### config.mk
export PLATFORM = sky130hd
export DESIGN_NAME = bcast_storm_limiter
export DESIGN_NICKNAME = d
export VERILOG_FILES = /design/src/rtl/storm_pkg.sv /design/src/rtl/storm_window.sv /design/src/rtl/storm_meter.sv /design/src/rtl/storm_gate.sv /design/src/rtl/bcast_storm_limiter.sv
export SDC_FILE = /design/constraint.sdc
export NUM_CORES = 1
export LEC_CHECK = 0
export BUFFER_PORTS_ARGS = -buffer_cell sky130_fd_sc_hd__clkbuf_2
export CORE_ASPECT_RATIO = 0.6
export CORE_MARGIN = 10
export CORE_UTILIZATION = 55
export CTS_BUF_LIST = sky130_fd_sc_hd__clkbuf_4
export CTS_CLUSTER_SIZE = 8
export DETAILED_ROUTE_END_ITERATION = 8
export PLACE_DENSITY = 0.74
export SLEW_MARGIN = 0
export SYNTH_ARGS = -nofsm -noshare
export SYNTH_HDL_FRONTEND = slang
export SYNTH_HIERARCHICAL = 1
export SYNTH_SLANG_ARGS = --single-unit
export TNS_END_PERCENT = 5
### constraint.sdc
create_clock -name clk -period 4 [get_ports clk]
set_input_delay 1.2 -clock clk [delete_from_list [all_inputs] [get_ports clk]]
set_output_delay 1.2 -clock clk [all_outputs]
set_load 0.02 [all_outputs]
### src/rtl/storm_pkg.sv
// Shared types for the broadcast storm limiter.
// Assumes nothing beyond IEEE 1800-2017 packages.
package storm_pkg;

    // Link rate as seen by the window timer
    typedef enum logic {
        LINK_SLOW = 1'b0,
        LINK_FAST = 1'b1
    } link_rate_e;

    // Per-frame verdict returned to the receive path
    typedef struct packed {
        logic vld;
        logic drop;
    } verdict_t;

endpackage

### src/rtl/storm_window.sv
// Measurement window timer.
// Counts 1 ms pulses and flags the end of each window. The window is
// FAST_MS pulses long on a fast link and SLOW_MS on a slow one. A change
// of link rate restarts the window and is flagged in the same way.
// Assumes tick is a single-cycle pulse.
module storm_window
    import storm_pkg::*;
#(
    parameter int FAST_MS = 67,
    parameter int SLOW_MS = 500
) (
    input  logic       clk,
    input  logic       rst_n,
    input  logic       tick,
    input  link_rate_e rate,
    output logic       win_clr
);
    localparam int WIN_MAX = (SLOW_MS > FAST_MS) ? SLOW_MS : FAST_MS;
    localparam int WIN_W   = $clog2(WIN_MAX);

    logic [WIN_W-1:0] tick_cnt;
    logic [WIN_W-1:0] last_idx;
    link_rate_e       rate_q;
    logic             rate_chg;
    logic             win_end;

    // Pick the last pulse index of the window for the current rate
    always_comb begin
        last_idx = (rate == LINK_FAST) ? WIN_W'(FAST_MS - 1) : WIN_W'(SLOW_MS - 1);
        rate_chg = (rate != rate_q);
        win_end  = tick && !rate_chg && (tick_cnt == last_idx);
        win_clr  = win_end || rate_chg;
    end

    // Advance the pulse counter and remember the rate
    always_ff @(posedge clk) begin
        if (!rst_n) begin
            tick_cnt <= '0;
            rate_q   <= LINK_SLOW;
        end else begin
            rate_q <= rate;
            if (rate_chg || win_end) begin
                tick_cnt <= '0;
            end else if (tick) begin
                tick_cnt <= tick_cnt + 1'b1;
            end
        end
    end

endmodule

### src/rtl/storm_meter.sv
// Block usage meter.
// While an accepted frame is in flight, counts one block on the first
// byte of every BLK_BYTES-byte chunk, giving the length rounded up.
// The count clears on win_clr and saturates at its maximum.
// Assumes BLK_BYTES is a power of two and frames do not overlap.
module storm_meter #(
    parameter int BLK_BYTES = 64,
    parameter int CNT_W     = 12
) (
    input  logic             clk,
    input  logic             rst_n,
    input  logic             sof,
    input  logic             eof,
    input  logic             bvalid,
    input  logic             accept,
    input  logic             win_clr,
    output logic [CNT_W-1:0] count
);
    localparam int POS_W = $clog2(BLK_BYTES);

    logic             active;
    logic [POS_W-1:0] pos;
    logic             act_now;
    logic [POS_W-1:0] pos_now;
    logic             bump;
    logic [CNT_W-1:0] base;
    logic [CNT_W-1:0] cnt_nxt;

    // Work out whether this cycle opens a new block
    always_comb begin
        act_now = sof ? accept : active;
        pos_now = sof ? '0 : pos;
        bump    = act_now && bvalid && (pos_now == '0);
        base    = win_clr ? '0 : count;
        if (bump && (base != {CNT_W{1'b1}})) begin
            cnt_nxt = base + 1'b1;
        end else begin
            cnt_nxt = base;
        end
    end

    // Track frame state, byte position and block count
    always_ff @(posedge clk) begin
        if (!rst_n) begin
            active <= 1'b0;
            pos    <= '0;
            count  <= '0;
        end else begin
            active <= act_now && !eof;
            if (act_now && bvalid) begin
                pos <= pos_now + 1'b1;
            end else begin
                pos <= pos_now;
            end
            count <= cnt_nxt;
        end
    end

endmodule

### src/rtl/storm_gate.sv
// Admission decision.
// At a frame start, refuses a broadcast frame when the window count has
// reached a non-zero budget. A window ending in the same cycle counts as
// zero usage. Registers the verdict for the following cycle.
// Assumes bcast is meaningful only when sof is high.
module storm_gate
    import storm_pkg::*;
#(
    parameter int THR_W = 11,
    parameter int CNT_W = 12
) (
    input  logic             clk,
    input  logic             rst_n,
    input  logic             sof,
    input  logic             bcast,
    input  logic [THR_W-1:0] thr,
    input  logic [CNT_W-1:0] count,
    input  logic             win_clr,
    output logic             accept,
    output verdict_t         verdict
);
    logic [CNT_W-1:0] used;
    logic [CNT_W-1:0] budget;
    logic             refuse;

    // Compare current usage against the budget
    always_comb begin
        used   = win_clr ? '0 : count;
        budget = CNT_W'(thr);
        refuse = sof && bcast && (thr != '0) && (used >= budget);
        accept = sof && bcast && !refuse;
    end

    // Hold the verdict for one cycle after the frame start
    always_ff @(posedge clk) begin
        if (!rst_n) begin
            verdict <= '0;
        end else begin
            verdict.vld  <= sof;
            verdict.drop <= refuse;
        end
    end

endmodule

### src/rtl/bcast_storm_limiter.sv
// Broadcast storm limiter for one ingress port.
// Joins the window timer, the block meter and the admission gate.
// Budget is {thr_upper, thr_lower} in blocks; zero disables limiting.
// Assumes a well-formed frame stream and a single-cycle 1 ms tick.
module bcast_storm_limiter
    import storm_pkg::*;
#(
    parameter int WIN_FAST_MS = 67,
    parameter int WIN_SLOW_MS = 500,
    parameter int BLK_BYTES   = 64,
    parameter int THR_HI_W    = 3,
    parameter int THR_LO_W    = 8
) (
    input  logic                clk,
    input  logic                rst_n,
    input  logic                tick_ms,
    input  logic                link_fast,
    input  logic [THR_HI_W-1:0] thr_upper,
    input  logic [THR_LO_W-1:0] thr_lower,
    input  logic                rx_sof,
    input  logic                rx_eof,
    input  logic                rx_bvalid,
    input  logic                rx_bcast,
    output logic                verdict_vld,
    output logic                verdict_drop
);
    localparam int THR_W = THR_HI_W + THR_LO_W;
    localparam int CNT_W = THR_W + 1;

    logic [THR_W-1:0] thr;
    logic [CNT_W-1:0] blk_count;
    logic             win_clr;
    logic             accept;
    link_rate_e       rate;
    verdict_t         verdict;

    // Assemble the budget and decode the link rate
    always_comb begin
        thr  = {thr_upper, thr_lower};
        rate = link_fast ? LINK_FAST : LINK_SLOW;
    end

    storm_window #(
        .FAST_MS (WIN_FAST_MS),
        .SLOW_MS (WIN_SLOW_MS)
    ) u_window (
        .clk     (clk),
        .rst_n   (rst_n),
        .tick    (tick_ms),
        .rate    (rate),
        .win_clr (win_clr)
    );

    storm_meter #(
        .BLK_BYTES (BLK_BYTES),
        .CNT_W     (CNT_W)
    ) u_meter (
        .clk     (clk),
        .rst_n   (rst_n),
        .sof     (rx_sof),
        .eof     (rx_eof),
        .bvalid  (rx_bvalid),
        .accept  (accept),
        .win_clr (win_clr),
        .count   (blk_count)
    );

    storm_gate #(
        .THR_W (THR_W),
        .CNT_W (CNT_W)
    ) u_gate (
        .clk     (clk),
        .rst_n   (rst_n),
        .sof     (rx_sof),
        .bcast   (rx_bcast),
        .thr     (thr),
        .count   (blk_count),
        .win_clr (win_clr),
        .accept  (accept),
        .verdict (verdict)
    );

    // Drive the verdict ports
    always_comb begin
        verdict_vld  = verdict.vld;
        verdict_drop = verdict.drop;
    end

endmodule

==> results.cfg <==
[finish]
drive_gt1_share_pct = 22.7
nets = 315
antenna_cells = 0
fin_area_um2 = 2450
area_delta_synth_final_pct = 17.8
nFillCells = 316
utilization_pct = 67.0

[cts]
cts_max_path_buffers = 2
cts_tree = built
htreeDepth = 2
clkSlewWorstSetupHoldPaths_ns = 0.10
clock-root-buffer = clkbuf_4
clk-insertion-delay-late_ns = 0.33
numClockSinks = 31
cts_buffers = 5

[timing]
max_slew_margin_pct = 55.2
rsz0062_at_grt = yes
fin_crit_ns = 3.83
tns_ns = 0
fin_skew_ns = 0.00953
slew_viol_final = 0
worst_slack_ns = 0.172
setup-violations-final = 0
hold_viol_final = 0
worstMarginPinSlew_ns = 0.666
fin_crit_sh_pct = 95.7
fmax_ghz = 0.261

[flow_run]
maxCapViolations = 0

[global_routing]
first_global_vias = 1679
grt_pass1_wl_um = 8070
grt_max_degree = 20
grt_overflow = 0
track_usage_pct = 14.9
grt_antenna_before_repair = 0

[routing]
top_layer = met4
ant_nets = 0
drc = 0
drtPass1Iterations = 5
vias = 1885
met2_length_um = 1950
drt_iter0_drc = 135
via_per_inst = 5.73
dr_wl_met3_um = 548
wl_met1_um = 2640
wl_per_cell_um = 15.7
finalWirelength_um = 5160

[floorplanning]
start_util_pct = 56.9
fp.dieH_um = 67.6
die_w_um = 99.4
core_area_um2 = 3660
rows = 17
io_pins = 21
die_area_um2 = 6720

[place]
portBuffers = 20
hpwl_um = 3770
dpl_cell_area_um2 = 2310
routabilityCongestion = 0.850
pre_cts_slack_ns = -0.217

[critical_path]
crit_buf_inv = 3
cp-end-kind = flip-flop
critPathRequiredTime_ns = 4.23
cp-start-kind = input port
cp_top_family = simple AND/OR/NAND/NOR gates
critPathKind = in -> reg
arrival_ns = 4.06
cpMaxStageDelayCell = or3_4
slowest_delay_ns = 0.34
crit_path_max_fanout = 8
cp_cell_sequence = clkbuf_2, or2b_1, o22ai_2, nand4_1, nand2_1, buf_4, nor2b_1, ha_1, nand2_1, or3_4, o221ai_2, a21oi_2, mux2_4, buf_4, o2111a_2, and3_1, mux2i_1

[power_and_ir_drop]
power_density_nw_per_um2 = 260
vdd_drop_max_uv = 204
power.leakage_nw = 1.06

[synth]
netlist.area_leader.share_pct = 29.8
seq_area_frac_synth_pct = 29.8
syn_area_um2 = 2080
ys_types = 47
synth_top_area_cell = dfxtp_1
yosys-top-cells-area = dfxtp_1 30%, ha_1 9.0%, nor2b_1 3.9%
synthesis.nets = 282
yosysMostFrequentCell = dfxtp_1
synth_flop_cell = dfxtp_1
syn_inst = 248
synth_common_cells = 31 x dfxtp_1, 18 x inv_1, 17 x nor2_1
synth_edf_count = 0
syn_area_per_cell_um2 = 8.39
ys_ff_latch = 31
yosysWarningCount = 6
ys_async_sr_fraction_pct = 0

[worst_hold_path]
hp-class = reg -> reg

[outcome]
status = finished, final reports clean
==> logic make-up after synthesis <==
logic type	count (synthesis)	share of synthesized area [%]
XOR/XNOR	14	5.89
multiplexers	9	4.57
flip-flops	31	29.8
AO/OA/AOI/OAI	29	9.80
adder cells (fa/ha/maj)	15	9.02
buffers and inverters	27	5.17
AND/OR/NAND/NOR	123	35.7
==> layout by cell type, fill, tap and decap left out, drive strengths merged, types with 2 or more instances in the layout <==
cell type / synthesis / layout
xnor2: 8 / 8
nor3: 10 / 10
nor3b: 3 / 3
nor4: 5 / 5
clkbuf: 6 / 25
nand2b: 11 / 11
clkinv: 0 / 2
a21oi: 7 / 7
nor2: 17 / 17
dfxtp: 31 / 31
o21ai: 8 / 8
mux2i: 8 / 8
buf: 3 / 14
nor2b: 13 / 13
nand4b: 4 / 4
or2: 2 / 2
and2: 4 / 4
nand3: 15 / 15
or3: 7 / 7
xor2: 6 / 6
nand4: 4 / 4
a211oi: 2 / 2
nand2: 14 / 15
inv: 18 / 18
or4: 7 / 7
and3: 4 / 4
ha: 15 / 15
==> layer usage <==
metal	track usage [%]	vias to the layer above
li1	-	946
met4	3.38	0
met3	6.01	4
met2	20.0	90
met5	0	-
met1	21.3	845
==> stage by stage <==
step	total power (W)	std cells	hold slack [ns]
3_3_place_gp	0.000393	319	0.510
3_5_place_dp	0.000396	319	0.511
4_1_cts	0.000638	327	0.531
6_report	0.000636	329	0.536
5_1_grt	0.000661	329	0.566
2_1_floorplan	0.000368	248	0.480
==> state kept, by name, indices dropped and copies added (netlist names) <==
register / cells
u_meter/pos: 6
u_gate/verdict: 2
u_meter/active: 1
u_window/rate_q: 1
u_window/tick_cnt: 9
u_meter/count: 12
==> area by class of cell <==
class                      count  area [um2]  area share (%)
sequential                    31         621            25.3
multi-input combinational    191        1420            58.0
inverter                      18        67.6            2.76
timing repair buffer          34         205            8.37
clock inverter                 3        38.8            1.58
tap                           47        58.8            2.40
clock buffer                   5        37.5            1.53
==> worst reg2reg max path, cell delays in order, from the launching register on <==
cell,delay (ns)
dfxtp_1,0.37
or4_1,0.56
o22ai_2,0.21
nand4_1,0.15
nand2_1,0.16
buf_4,0.12
nor2b_1,0.04
ha_1,0.26
nand2_1,0.08
or3_4,0.34
o221ai_2,0.20
a21oi_2,0.08
mux2_4,0.28
buf_4,0.17
o2111a_2,0.20
and3_1,0.17
mux2i_1,0.12
==> timing repair <==
item                       CTS  global route
hold buffers                 0             0
gates resized for setup      0            10
buffers inserted             0             1
setup endpoints to repair    0             9
==> report_power, final <==
part	leakage (nW)	internal (W)	switching, W	total (W)
combinational	0.763	0.0000354	0.0000453	0.0000806
sequential	0.250	0.000311	0.00000240	0.000314
clock	0.0426	0.000129	0.000113	0.000242
==> path summary, 6_finish.rpt <==
check | slack (ns) | end | depth (start not counted) | startpoint
setup reg to reg | 0.39 | u_meter/count[7] | 16 | u_window/tick_cnt[0]
hold reg to reg | 0.54 | u_meter/count[10] | 2 | u_meter/count[10]
hold / removal | 0.54 | u_meter/count[10] | 2 | u_meter/count[10]
setup / recovery | 0.17 | u_meter/count[7] | 17 | link_fast
Note: power is estimated with default switching activity, not from simulation.
